--- src/rtl/tcm_route_pkg.sv ---
package tcm_route_pkg;

  typedef enum logic [1:0] {
    SEL_ISIZE = 2'd0,
    SEL_DSIZE = 2'd1,
    SEL_IMAP  = 2'd2,
    SEL_DMAP  = 2'd3
  } cfg_sel_e;

  localparam int NUM_MEM = 2;
  localparam int MEM_I   = 0;
  localparam int MEM_D   = 1;

endpackage

--- src/rtl/tcm_cfg_regs.sv ---
module tcm_cfg_regs
  import tcm_route_pkg::*;
#(
  parameter int ADDR_W    = 32,
  parameter int GRAN_LOG2 = 12,
  parameter int CODE_W    = 3
) (
  input  logic                                   clk,
  input  logic                                   rst,
  input  logic                                   cfg_we,
  input  logic [1:0]                             cfg_sel,
  input  logic [ADDR_W-1:0]                      cfg_wdata,
  output logic [NUM_MEM-1:0][CODE_W-1:0]         size_code,
  output logic [NUM_MEM-1:0]                     map_en,
  output logic [NUM_MEM-1:0][CODE_W-1:0]         map_code,
  output logic [NUM_MEM-1:0][ADDR_W-GRAN_LOG2-1:0] map_base
);
  localparam int GRAN_W = ADDR_W - GRAN_LOG2;

  logic unused_wdata_bits;
  assign unused_wdata_bits = ^cfg_wdata[GRAN_LOG2-1:CODE_W+1];

  for (genvar m = 0; m < NUM_MEM; m++) begin : g_mem
    localparam logic [1:0] SIZE_SEL = (m == MEM_I) ? SEL_ISIZE : SEL_DSIZE;
    localparam logic [1:0] MAP_SEL  = (m == MEM_I) ? SEL_IMAP  : SEL_DMAP;

    always_ff @(posedge clk) begin
      if (rst) begin
        size_code[m] <= '0;
        map_en[m]    <= 1'b0;
        map_code[m]  <= '0;
        map_base[m]  <= '0;
      end else if (cfg_we) begin
        if (cfg_sel == SIZE_SEL) begin
          size_code[m] <= cfg_wdata[CODE_W-1:0];
        end
        if (cfg_sel == MAP_SEL) begin
          map_en[m]   <= cfg_wdata[0];
          map_code[m] <= cfg_wdata[CODE_W:1];
          map_base[m] <= cfg_wdata[ADDR_W-1:GRAN_LOG2];
        end
      end
    end

    // registers come out of reset cleared
    a_r1_reset_clear: assert property (@(posedge clk)
      rst |=> (map_en[m] == 1'b0 && size_code[m] == '0));

    logic [GRAN_W-1:0] unused_w;
    assign unused_w = '0;
  end

endmodule

--- src/rtl/tcm_region_check.sv ---
module tcm_region_check #(
  parameter int ADDR_W    = 32,
  parameter int GRAN_LOG2 = 12,
  parameter int CODE_W    = 3,
  parameter int MAX_CODE  = 5
) (
  input  logic                          clk,
  input  logic                          rst,
  input  logic [CODE_W-1:0]             size_code,
  input  logic                          map_en,
  input  logic [CODE_W-1:0]             map_code,
  input  logic [ADDR_W-GRAN_LOG2-1:0]   map_base,
  output logic                          armed,
  output logic                          valid,
  output logic                          misalign,
  output logic                          mismatch,
  output logic [ADDR_W-GRAN_LOG2-1:0]   low_mask
);
  localparam int GRAN_W = ADDR_W - GRAN_LOG2;

  logic size_ok;

  assign size_ok = (size_code != '0) && (int'(size_code) <= MAX_CODE);

  // granule bits that sit below the region size
  always_comb begin
    for (int b = 0; b < GRAN_W; b++) begin
      low_mask[b] = size_ok && (b < int'(size_code) - 1);
    end
  end

  assign armed    = map_en && size_ok;
  assign mismatch = map_en && (map_code != size_code);
  assign misalign = armed && ((map_base & low_mask) != '0);
  assign valid    = armed && !mismatch && !misalign;

  // a region with an unusable size is never valid
  a_r2_bad_size_idle: assert property (@(posedge clk) disable iff (rst)
    (size_code == '0 || int'(size_code) > MAX_CODE) |-> !valid);

  // a flagged misaligned region is never valid
  a_r5_misalign_idle: assert property (@(posedge clk) disable iff (rst)
    misalign |-> !valid);

endmodule

--- src/rtl/tcm_port_route.sv ---
module tcm_port_route #(
  parameter int ADDR_W     = 32,
  parameter int GRAN_LOG2  = 12,
  parameter int MAX_CODE   = 5,
  parameter bit ALLOW_DTCM = 1'b1
) (
  input  logic                                     clk,
  input  logic                                     rst,
  input  logic                                     req,
  input  logic [ADDR_W-1:0]                        addr,
  input  logic                                     act_i,
  input  logic                                     act_d,
  input  logic                                     armed_i,
  input  logic                                     armed_d,
  input  logic [ADDR_W-GRAN_LOG2-1:0]              base_i,
  input  logic [ADDR_W-GRAN_LOG2-1:0]              base_d,
  input  logic [ADDR_W-GRAN_LOG2-1:0]              lowm_i,
  input  logic [ADDR_W-GRAN_LOG2-1:0]              lowm_d,
  output logic                                     sel_itcm,
  output logic                                     sel_dtcm,
  output logic                                     sel_bus,
  output logic [GRAN_LOG2+MAX_CODE-2:0]            idx,
  output logic [ADDR_W-1:0]                        addr_o,
  output logic                                     err
);
  localparam int GRAN_W = ADDR_W - GRAN_LOG2;
  localparam int IDX_W  = GRAN_LOG2 + MAX_CODE - 1;

  logic [GRAN_W-1:0] addr_g;
  logic              in_i, in_d;
  logic              hit_i, hit_d;
  logic              blocked;
  logic [ADDR_W-1:0] mask_i, mask_d, off_full;

  assign addr_g = addr[ADDR_W-1:GRAN_LOG2];

  assign in_i  = armed_i && (((addr_g ^ base_i) & ~lowm_i) == '0);
  assign hit_i = act_i && in_i;

  if (ALLOW_DTCM) begin : g_dside
    assign in_d  = armed_d && (((addr_g ^ base_d) & ~lowm_d) == '0);
    assign hit_d = act_d && in_d && !hit_i;
  end else begin : g_iside
    logic unused_dside;
    assign unused_dside = ^{act_d, armed_d, base_d, lowm_d};
    assign in_d  = 1'b0;
    assign hit_d = 1'b0;
  end

  assign blocked = (in_i && !act_i) || (in_d && !act_d);

  assign mask_i = {lowm_i, {GRAN_LOG2{1'b1}}};
  assign mask_d = {lowm_d, {GRAN_LOG2{1'b1}}};

  always_comb begin
    if (hit_i)      off_full = addr & mask_i;
    else if (hit_d) off_full = addr & mask_d;
    else            off_full = '0;
  end

  logic unused_off;
  assign unused_off = ^off_full[ADDR_W-1:IDX_W];

  always_ff @(posedge clk) begin
    if (rst || !req) begin
      sel_itcm <= 1'b0;
      sel_dtcm <= 1'b0;
      sel_bus  <= 1'b0;
      idx      <= '0;
      addr_o   <= '0;
      err      <= 1'b0;
    end else begin
      sel_itcm <= hit_i;
      sel_dtcm <= hit_d;
      sel_bus  <= !(hit_i || hit_d);
      idx      <= off_full[IDX_W-1:0];
      addr_o   <= addr;
      err      <= !(hit_i || hit_d) && blocked;
    end
  end

  // at most one destination at a time
  a_r9_one_route: assert property (@(posedge clk) disable iff (rst)
    $onehot0({sel_itcm, sel_dtcm, sel_bus}));

  // a request always produces a route one cycle later
  a_r9_req_routed: assert property (@(posedge clk) disable iff (rst)
    req |=> (sel_itcm || sel_dtcm || sel_bus));

  // no request, no activity
  a_r9_idle_quiet: assert property (@(posedge clk) disable iff (rst)
    !req |=> !(sel_itcm || sel_dtcm || sel_bus || err));

  // forwarded address is the request address
  a_r11_addr_fwd: assert property (@(posedge clk) disable iff (rst)
    req |=> (addr_o == $past(addr)));

  // bus route carries no index
  a_r11_bus_idx: assert property (@(posedge clk) disable iff (rst)
    sel_bus |-> (idx == '0));

  // an error is only reported on a bus route
  a_r10_err_on_bus: assert property (@(posedge clk) disable iff (rst)
    err |-> sel_bus);

endmodule

--- src/rtl/tcm_route_top.sv ---
module tcm_route_top
  import tcm_route_pkg::*;
#(
  parameter int ADDR_W    = 32,
  parameter int GRAN_LOG2 = 12,
  parameter int CODE_W    = 3,
  parameter int MAX_CODE  = 5,
  localparam int IDX_W    = GRAN_LOG2 + MAX_CODE - 1
) (
  input  logic              clk,
  input  logic              rst,
  input  logic              cfg_we,
  input  logic [1:0]        cfg_sel,
  input  logic [ADDR_W-1:0] cfg_wdata,
  input  logic              if_req,
  input  logic [ADDR_W-1:0] if_addr,
  output logic              if_itcm,
  output logic              if_bus,
  output logic [IDX_W-1:0]  if_idx,
  output logic [ADDR_W-1:0] if_addr_o,
  output logic              if_err,
  input  logic              dp_req,
  input  logic [ADDR_W-1:0] dp_addr,
  output logic              dp_itcm,
  output logic              dp_dtcm,
  output logic              dp_bus,
  output logic [IDX_W-1:0]  dp_idx,
  output logic [ADDR_W-1:0] dp_addr_o,
  output logic              dp_err,
  output logic [4:0]        cfg_err
);
  localparam int GRAN_W = ADDR_W - GRAN_LOG2;

  logic [NUM_MEM-1:0][CODE_W-1:0] size_code;
  logic [NUM_MEM-1:0]             map_en;
  logic [NUM_MEM-1:0][CODE_W-1:0] map_code;
  logic [NUM_MEM-1:0][GRAN_W-1:0] map_base;

  logic [NUM_MEM-1:0]             armed, valid, misalign, mismatch, active;
  logic [NUM_MEM-1:0][GRAN_W-1:0] low_mask;
  logic                           overlap;

  tcm_cfg_regs #(
    .ADDR_W(ADDR_W), .GRAN_LOG2(GRAN_LOG2), .CODE_W(CODE_W)
  ) u_regs (
    .clk(clk), .rst(rst), .cfg_we(cfg_we), .cfg_sel(cfg_sel),
    .cfg_wdata(cfg_wdata), .size_code(size_code), .map_en(map_en),
    .map_code(map_code), .map_base(map_base)
  );

  for (genvar m = 0; m < NUM_MEM; m++) begin : g_chk
    tcm_region_check #(
      .ADDR_W(ADDR_W), .GRAN_LOG2(GRAN_LOG2), .CODE_W(CODE_W),
      .MAX_CODE(MAX_CODE)
    ) u_chk (
      .clk(clk), .rst(rst),
      .size_code(size_code[m]), .map_en(map_en[m]),
      .map_code(map_code[m]), .map_base(map_base[m]),
      .armed(armed[m]), .valid(valid[m]), .misalign(misalign[m]),
      .mismatch(mismatch[m]), .low_mask(low_mask[m])
    );
    assign active[m] = valid[m] && !overlap;
  end

  // aligned power-of-two regions intersect exactly when they agree
  // on every granule bit above the larger of the two sizes
  assign overlap = valid[MEM_I] && valid[MEM_D] &&
    (((map_base[MEM_I] ^ map_base[MEM_D]) &
      ~(low_mask[MEM_I] | low_mask[MEM_D])) == '0);

  always_ff @(posedge clk) begin
    if (rst) cfg_err <= '0;
    else     cfg_err <= {overlap, mismatch[MEM_D], misalign[MEM_D],
                         mismatch[MEM_I], misalign[MEM_I]};
  end

  logic if_dtcm_nc;

  tcm_port_route #(
    .ADDR_W(ADDR_W), .GRAN_LOG2(GRAN_LOG2), .MAX_CODE(MAX_CODE),
    .ALLOW_DTCM(1'b0)
  ) u_fetch (
    .clk(clk), .rst(rst), .req(if_req), .addr(if_addr),
    .act_i(active[MEM_I]), .act_d(active[MEM_D]),
    .armed_i(armed[MEM_I]), .armed_d(armed[MEM_D]),
    .base_i(map_base[MEM_I]), .base_d(map_base[MEM_D]),
    .lowm_i(low_mask[MEM_I]), .lowm_d(low_mask[MEM_D]),
    .sel_itcm(if_itcm), .sel_dtcm(if_dtcm_nc), .sel_bus(if_bus),
    .idx(if_idx), .addr_o(if_addr_o), .err(if_err)
  );

  logic unused_fetch;
  assign unused_fetch = if_dtcm_nc;

  tcm_port_route #(
    .ADDR_W(ADDR_W), .GRAN_LOG2(GRAN_LOG2), .MAX_CODE(MAX_CODE),
    .ALLOW_DTCM(1'b1)
  ) u_data (
    .clk(clk), .rst(rst), .req(dp_req), .addr(dp_addr),
    .act_i(active[MEM_I]), .act_d(active[MEM_D]),
    .armed_i(armed[MEM_I]), .armed_d(armed[MEM_D]),
    .base_i(map_base[MEM_I]), .base_d(map_base[MEM_D]),
    .lowm_i(low_mask[MEM_I]), .lowm_d(low_mask[MEM_D]),
    .sel_itcm(dp_itcm), .sel_dtcm(dp_dtcm), .sel_bus(dp_bus),
    .idx(dp_idx), .addr_o(dp_addr_o), .err(dp_err)
  );

  // overlapping regions block both memories on the data port
  a_r7_overlap_blocks: assert property (@(posedge clk) disable iff (rst)
    (overlap && dp_req) |=> (!dp_itcm && !dp_dtcm));

  // mismatched data region never receives a load/store
  a_r6_mismatch_blocks: assert property (@(posedge clk) disable iff (rst)
    (mismatch[MEM_D] && dp_req) |=> !dp_dtcm);

  // misaligned instruction region never receives a fetch
  a_r5_misalign_blocks: assert property (@(posedge clk) disable iff (rst)
    (misalign[MEM_I] && if_req) |=> !if_itcm);

  // fetch side never reaches the data memory
  a_r8_fetch_no_dtcm: assert property (@(posedge clk) disable iff (rst)
    !if_dtcm_nc);

  // error flags are clear right after reset
  a_r1_err_reset: assert property (@(posedge clk)
    rst |=> (cfg_err == '0));

endmodule

--- config.mk ---
export PLATFORM = sky130hd
export DESIGN_NAME = tcm_route_top
export DESIGN_NICKNAME = d
export VERILOG_FILES = /design/src/rtl/tcm_route_pkg.sv /design/src/rtl/tcm_cfg_regs.sv /design/src/rtl/tcm_region_check.sv /design/src/rtl/tcm_port_route.sv /design/src/rtl/tcm_route_top.sv
export SDC_FILE = /design/constraint.sdc
export NUM_CORES = 1
export LEC_CHECK = 0
export ABC_AREA = 1
export BUFFER_PORTS_ARGS = -buffer_cell sky130_fd_sc_hd__buf_2
export CORE_AREA = 2 2 109 189
export CTS_BUF_LIST = sky130_fd_sc_hd__clkbuf_8
export DETAILED_ROUTE_END_ITERATION = 8
export DIE_AREA = 0 0 111 191
export GPL_TIMING_DRIVEN = 0
export PLACE_DENSITY_LB_ADDON = 0.05
export SYNTH_ARGS = -nofsm -noshare
export SYNTH_HDL_FRONTEND = slang
export SYNTH_SLANG_ARGS = --single-unit
--- constraint.sdc ---
create_clock -name clk -period 4.8 [get_ports clk]
set_clock_uncertainty 0.05 [all_clocks]
set_input_delay 0.96 -clock clk [delete_from_list [all_inputs] [get_ports clk]]
set_output_delay 0.96 -clock clk [all_outputs]
set_load 0.02 [all_outputs]
==> results of run 1 <==
## metal layers
layer | up-vias | routed length [um] | track usage (%)
li1 | 3219 | - | -
met1 | 2812 | 7730 | 19.5
met2 | 181 | 12400 | 41.4
met3 | 43 | 1040 | 4.72
met4 | 0 | 895 | 11.5
met5 | - | 0 | 0
## flip-flops by register name, indices dropped and copies added (netlist names)
signal / flops
u_regs.map_code: 6
u_data.sel_dtcm: 1
u_regs.map_en: 2
u_fetch.addr_o: 32
u_fetch.idx: 16
u_regs.map_base: 40
u_data.sel_bus: 1
u_data.sel_itcm: 1
cfg_err: 5
u_data.idx: 16
u_regs.size_code: 6
u_fetch.sel_itcm: 1
u_fetch.err: 1
u_data.err: 1
u_fetch.sel_bus: 1
u_data.addr_o: 32
## final timing paths
kind,startpoint,end,slack (ns),cells after the start
worst max-delay path,u_regs.size_code[0],u_fetch.idx[15],2.11,17
worst max register to register,u_regs.size_code[0],u_fetch.idx[15],2.11,17
worst min register to register,u_regs.map_code[5],u_regs.map_code[5],0.44,2
worst min-delay path,u_regs.map_code[5],u_regs.map_code[5],0.44,2
## where the power goes
group / internal [uW] / switching, uW / leakage, uW
sequential: 1390 / 36.0 / 0.00132
combinational: 133 / 244 / 0.00283
clock: 548 / 504 / 0.000217
## cells in the mapped netlist, drive strengths merged
master	instances	area, um^2
ha	8	100
o21ai	61	309
a21oi	47	239
nand2	167	654
dfxtp	162	3240
a211oi	1	7.51
nand3	51	270
nor4	2	12.5
nor2	164	696
xnor2	23	201
nor3	7	35.0
and2	1	6.26
nor3b	1	7.51
nand4	15	93.8
or2	1	6.26
xor2	26	228
clkinv	1	3.75
o22ai	4	25.0
inv	128	480
a21boi	1	7.51
buf	5	50.1
o211ai	1	7.51
clkbuf	19	71.3
## metrics by stage
step           util [%]  area [um^2]  power, uW  std cells
4_1_cts            43.2         8490       2890       1374
2_1_floorplan         -         6760       1680        896
6_report           43.2         8490       2850       1374
5_1_grt            43.2         8490       2990       1374
3_3_place_gp       41.1         8070       1840       1343
3_5_place_dp       41.1         8070       1840       1343
## critical path, cell delays in order (launching register included)
cell and delay, ns:
dfxtp_1 0.45, inv_1 0.12, ha_1 0.23, nand2_1 0.09, inv_1 0.04, nor2_1 0.12, nand2_1 0.11, nor2_2 0.26
nand3_1 0.09, and2_1 0.19, nand3_1 0.16, nor2_1 0.08, nand2_2 0.14, nand2_2 0.08, inv_2 0.08, nand2_4 0.10
buf_12 0.18, nor2_2 0.06
## cell families after synthesis
group,Yosys count
buf+inv,153
simple gates,409
fa+ha+maj,8
compound gates,115
flops,162
xor+xnor,49
## final cells by class
cell class                      instances  area share (%)
Tap cell                              245            3.61
Timing Repair Buffer                  202            11.9
Clock inverter                         11            1.62
Sequential cell                       162            38.2
Inverter                              129            5.71
Multi-Input combinational cell        581            34.3
Clock buffer                           20            3.24
Buffer                                 24            1.43
==> metrics.txt, run 1 <==
# Post-CTS Setup Buffers=0; Final TNS setup=0 ns; DR DRC count=0; area delta synth->final=25.6%; P_leak=around 0.0044 uW; xor/xnor share of the synthesized area=6.35%; vias=~6300; total die area=between 20000 and 25000 um^2; final WL=between 20 and 25 mm; Worst EP required=5.15 ns; H-tree depth=4; largest net degree at the start of global routing=17; Synth Instances=approximately 900; CTS resizes=0; setup ws final=about 2.1 ns; outcome=finished clean; chip width=around 110 um; HPWL Detailed=17.6 mm; fin crit period=2.69 ns; n_diodes=0; most frequent cells in the layout=202 x buf_2, 162 x dfxtp_1, 158 x nand2_1, 136 x nor2_1, 123 x inv_1; multi-input logic area=between 2000 and 3000 um^2; final-layout fill cell count=about 2100; CP startpoint kind=flop; Cell variety after synth=33; Peak VDD IR=0.225 mV; post-synthesis sequential area ratio=~48%; complex-gate fraction of the synthesized area=slightly below 9%; Die H=between 150 and 200 um; Hold Violations, Final=0; Antenna Violating Nets Remaining=0; CTS tree=built; FMAX=between 300 and 400 MHz; CTS hold repair buffers=0; row cnt=between 60 and 70; core area=~20000 um^2; critical path class=reg2reg; syn_nets=around 1000; endpoint type of the worst setup path=flop; GP Congestion=approximately 0.89; hold_ws=between 0.4 and 0.5 ns; Yosys reg bits=~160; drt wl/cell=~16 um; Worst Path Arrival=3.04 ns; Slew @ Worst Pin=0.759 ns; most common cell after layout, fill and taps aside=buf_2; first-pass GRT wire length=33.3 mm; mux cell area share after synthesis=0%; sequential cell area=roughly 3200 um^2; slew margin rel.=49.4%; PD cells=approximately 340 nW/um^2; HP Class=reg2reg; number of I/O port buffers=202; layout cells sized above 1=25.2%; mapped cell area=around 6800 um^2; YS warnings=0; Synth Area in Simple Gates=between 20% and 30%; RSZ-0062 raised after global routing=no; Num CTS Buffers=17; final-report max-slew violation count=0; Clk pin slew, worst setup/hold paths=roughly 0.09 ns; vias per inst=about 4.6; grt total ovfl=0; CTS Root Buffer Type=clkbuf_8; initial DRC count=roughly 270; first-pass detailed-route iteration total=4; Max Buffers Root-to-Sink=2; Max Cap Viol=0; count of final setup violators=0; Sink Count=around 160; initial antenna violation count=0; CP Max Fanout=10; Clk Latency, worst-skew pair=0.47 ns; Syn Area/Cell=around 7.5 um^2; Nets=between 1000 and 1500; I/O pins=between 200 and 250; adder-cell share of the synthesized area=1.48%; vias in the first global route=around 6300; main combinational cell family by area after synthesis=simple AND/OR/NAND/NOR gates; Final Cycle Share=56.1%; pre-CTS setup slack=around 1.8 ns; Initial Util=34.4%; Tot GR Track Use=20.9%
No activity file was read; power rests on OpenSTA's default activity.
==> run 2: changes to the inputs <==
clock period = 2.3 ns   (was 4.8 ns; I/O delays follow)
==> metrics.txt, run 2 (synthesis gave the netlist of run 1 again) <==
Hold Violations, Final=0; RSZ-0062 raised after global routing=yes; P_leak=0.00465 uW; total die area=~21000 um^2; HPWL Detailed=between 15 and 20 mm; Peak VDD IR=between 0.4 and 0.5 mV; Layout Cells excl Fill=1414; failing checks=setup timing; Max Cap Viol=0; CTS hold repair buffers=0; Worst Path Arrival=roughly 2.7 ns; Max Buffers Root-to-Sink=2; critical path class=reg2reg; Clk Latency, worst-skew pair=roughly 0.47 ns; row cnt=approximately 70; outcome=complete, but fails checks; drt wl/cell=roughly 16 um; FMAX=429 MHz; most flop-heavy register=u_regs.map_base; placed insts=approximately 1300; first-pass detailed-route iteration total=6; GRT met3 Usage=under 10%; chip width=111 um; Tot Pwr=6110 uW; layout cells sized above 1=~34%; area delta synth->final=38.6%; GRT busiest layer=met2; first-pass GRT wire length=34.6 mm; H-tree depth=4; Final Cycle Share=101%; I/O pins=roughly 210; slew margin rel.=about half; pre-CTS setup slack=-0.401 ns; CTS Root Buffer Type=clkbuf_8; endpoint type of the worst setup path=flop; Num CTS Buffers=17; number of I/O port buffers=approximately 200; vias per inst=approximately 4.6; Final TNS setup=-0.316 ns; fin crit period=between 2 and 2.5 ns; initial DRC count=239; core area=roughly 20000 um^2; DR DRC count=0; HP Class=in2reg; PD cells=approximately 650 nW/um^2; final-report max-slew violation count=0; Sink Count=~160; count of final setup violators=24; setup ws final=-0.0299 ns; final-layout fill cell count=2059; vias in the first global route=6528; Nets=~1300; Worst EP required=around 2.6 ns; hold_ws=around 0.14 ns; CTS tree=built; most common cell after layout, fill and taps aside=buf_2; largest net degree at the start of global routing=17; Antenna Violating Nets Remaining=0; met1 Resource Use GR=between 20% and 30%; grt met2 use=between 40% and 50%; Clk pin slew, worst setup/hold paths=~0.080 ns; final WL=~23 mm; grt total ovfl=0; vias=6511; Tot GR Track Use=a little over a fifth; Die H=roughly 190 um; n_diodes=0; Largest regs=u_regs.map_base (40), u_data.addr_o (32), u_fetch.addr_o (32); GP Congestion=about 0.89; Largest register FFs=40; most frequent cells in the layout=202 x buf_2, 156 x dfxtp_1, 145 x nand2_1, 119 x nor2_1, 113 x inv_1; Initial Util=34.4%; Slew @ Worst Pin=about 0.77 ns; CP Max Fanout=5; CP startpoint kind=flop; initial antenna violation count=0
==> run 2: changes by cell type in the layout (fill, tap and decap cells not counted), sizes merged <==
cell | previous run | this run
buf | 207 | 245
clkbuf | 39 | 40
clkinv | 6 | 7
inv | 130 | 129
nor2 | 164 | 165
==> run 2: power breakdown <==
group	total (uW)	internal, uW	switching, uW
logic	939	356	583
clock network	2200	1140	1050
registers	2970	2890	78.5
==> run 2: worst paths after layout <==
check / from / endpoint / slack, ns / cells past startpoint
worst min-delay path: if_addr[6] / u_fetch.addr_o[6] / 0.14 / 3
worst min register to register: u_regs.map_code[5] / u_regs.map_code[5] / 0.44 / 2
worst max-delay path: u_regs.size_code[3] / u_fetch.idx[8] / -0.03 / 19
worst max register to register: u_regs.size_code[3] / u_fetch.idx[8] / -0.03 / 19
==> run 2: layout make-up <==
cell class / instances / area (um^2) / share of cell area (%)
tap: 245 / 307 / 3.27
timing repair buffer: 242 / 1420 / 15.1
inverter: 129 / 509 / 5.44
clock inverter: 11 / 138 / 1.47
multi-input combinational: 582 / 3350 / 35.8
buffer: 23 / 110 / 1.18
clock buffer: 20 / 275 / 2.94
sequential: 162 / 3260 / 34.8
==> run 2: routing by layer <==
layer,wire [um],up-vias
li1,-,3305
met1,8090,2965
met2,13000,189
met3,940,52
met4,1050,0
met5,0,-
==> run 2: repair_timing <==
item | 4_1_cts | 5_1_grt
buffers inserted | 29 | 8
gates cloned | 3 | 1
resized for setup | 94 | 46
endpoints found under the setup margin | 40 | 36
pin swaps | 22 | 31
==> run 2: per-stage QoR <==
stage,cell area [um^2],util (%)
4_1_cts,9080,46.2
3_5_place_dp,8070,41.1
5_1_grt,9360,47.6
3_3_place_gp,8070,41.1
2_1_floorplan,6760,-
6_report,9360,47.6
==> run 2: worst max-delay path, stage by stage (launching register included) <==
cell	delay (ns)
dfxtp_4	0.40
inv_4	0.06
ha_4	0.17
inv_4	0.07
nand2_2	0.05
nand2_2	0.09
a21oi_4	0.05
buf_12	0.14
buf_6	0.10
nand3_2	0.05
nand3_2	0.09
nor2_4	0.13
nand3_4	0.12
nor2_4	0.15
nand2_4	0.09
nand2_4	0.09
inv_4	0.05
nand2_8	0.08
clkbuf_16	0.17
nor2_4	0.03
==> run 3: changes to the inputs <==
GPL_ROUTABILITY_DRIVEN = 0   (was default)
clock period = 2.7 ns   (was 2.3 ns; I/O delays follow)
==> metrics.txt, run 3 (synthesis gave the netlist of run 1 again) <==
vias per inst=~4.6; vias=~6300; Final Cycle Share=slightly above 90%; Largest register FFs=40; CP max-delay cell=dfxtp_4; CP cell instances=inv_1 -> ha_1 -> inv_1 -> nand2_1 -> nand2_1 -> nand2_1 -> nand4_1 -> nand2_1 -> nor2_2 -> nand3_2 -> nor2_1 -> nand2_4 -> nand2_2 -> inv_2 -> nand2_4 -> buf_12 -> nor2_2; Die H=between 150 and 200 um; endpoint type of the worst setup path=flop; number of I/O port buffers=between 200 and 250; initial DRC count=257; CTS tree=built; multi-input logic area=a little under 3000 um^2; CP Max Fanout=10; Seq pwr share=between 40 and 50%; fin area=around 8600 um^2; CP startpoint kind=flop; Net Sw Frac=27.6%; HP Class=in2reg; Max Cap Viol=0; fin util=43.6%; Nets=1229; Antenna Violating Nets Remaining=0; critical path class=reg2reg; sequential cell area=3250 um^2; PD cells=approximately 590 nW/um^2; Sink Count=between 150 and 200; final-layout fill cell count=between 2000 and 2500; most flop-heavy register=u_regs.map_base; switching power=about 1400 uW; cell-internal power=~3700 uW; layout cells sized above 1=approximately a quarter; placed inst area=8070 um^2; drt wl/cell=between 15 and 20 um; Worst path max stage delay=0.39 ns; Largest regs=u_regs.map_base (40), u_data.addr_o (32), u_fetch.addr_o (32); pre-CTS setup slack=-0.000794 ns; first-pass GRT wire length=between 30 and 40 mm; RSZ-0062 raised after global routing=yes; total die area=21200 um^2; Worst EP required=2.99 ns; grt total ovfl=0; Tot Pwr=5090 uW; vias in the first global route=roughly 6300; core area=roughly 20000 um^2; final WL=22.2 mm; most frequent cells in the layout=202 x buf_2, 158 x dfxtp_1, 156 x nand2_1, 130 x nor2_1, 121 x inv_1; Layout Cells excl Fill=1375; I/O pins=211; HPWL Detailed=roughly 18 mm; Clk Latency, worst-skew pair=0.47 ns; Clk pin slew, worst setup/hold paths=about 0.090 ns; first-pass detailed-route iteration total=4; chip width=around 110 um; Slew @ Worst Pin=0.784 ns; Num CTS Buffers=17; largest net degree at the start of global routing=17; area delta synth->final=26.8%; fin crit period=~2.5 ns; Hold Violations, Final=0; CTS hold repair buffers=0; DR DRC count=0; H-tree depth=4; count of final setup violators=0; Comb power frac=between 10% and 20%; Tot GR Track Use=a little over a fifth; setup ws final=between 0.15 and 0.2 ns; Peak VDD IR=about 0.40 mV; clock network power share=36.7%; slew margin rel.=around 48%; P_leak=0.00440 uW; n_diodes=0; Max Buffers Root-to-Sink=2; most frequent cell on the critical path=nand2_1; row cnt=approximately 70; placed insts=1343; Worst Path Arrival=2.82 ns; Initial Util=34.4%; initial antenna violation count=0; CTS Root Buffer Type=clkbuf_8; outcome=finished clean; most common cell after layout, fill and taps aside=buf_2; final-report max-slew violation count=0; FMAX=396 MHz
run 3: cell count changes in the layout (fill, tap and decap cells not counted), moves of 5 or more:
cell     previous run  this run
buf_4              28         0
nor2_4             25         5
nand3_1            34        47
nand2_1           145       156
nor2_1            119       130
nor2_2             21        30
inv_1             113       121
nand3_2            12         4
nand2_4             9         2
ha_1                2         8
inv_4               6         0
buf_6               7         2
nand3_4             5         0
run 3: worst paths after layout:
kind                        from  slack (ns)  depth (start not counted)                 end
max          u_regs.size_code[3]        0.17                         17    u_fetch.sel_itcm
min                   if_addr[6]        0.22                          3   u_fetch.addr_o[6]
max reg2reg  u_regs.size_code[3]        0.17                         17    u_fetch.sel_itcm
min reg2reg   u_regs.map_code[5]        0.44                          2  u_regs.map_code[5]
run 3: power by group through the flow:
stage	logic [uW]	registers [uW]	clock network, uW
floorplan	360	2620	0
global placement	675	2590	0
detailed placement	675	2590	0
CTS	681	2530	1940
global route	770	2540	2030
finish	690	2530	1870
run 3: critical path: cells and delay by family (launching register included):
family	cells	cell delay [ns]
adder cells (fa/ha/maj)	1	0.22
buffers and inverters	4	0.41
flip-flops	1	0.39
AND/OR/NAND/NOR	12	1.32
run 3: stage by stage:
| stage | hold WS [ns] | setup TNS, ns |
|---|---|---|
| after floorplan | 0.383 | 0 |
| after global placement | 0.424 | 0 |
| after detailed placement | 0.430 | -0.000820 |
| after CTS | 0.183 | 0 |
| after global routing | 0.191 | -0.0505 |
| final | 0.224 | 0 |
run 3: cell type report:
type	count	share of cell area [%]
multi-input cells	582	34.8
repair buffers	202	11.8
flip-flops and latches	162	38.0
inverters	129	5.65
clock inverters	11	1.61
well taps	245	3.58
plain buffers	24	1.42
clock buffers	20	3.21
run 3: what timing repair did:
action                                 4_1_cts  5_1_grt
setup endpoints to repair                   20       35
gates resized for setup                      2       21
buffers inserted                             0        0
pin swaps                                    0        3
endpoints found under the hold margin        0        0
cloned                                       0        1
run 3: metal layers:
metal | vias to the layer above | GRT usage, % | routed length, um
li1 | 3222 | - | -
met1 | 2866 | 19.4 | 7720
met2 | 200 | 41.5 | 12400
met3 | 48 | 4.76 | 1100
met4 | 0 | 11.4 | 969
met5 | - | 0 | 0
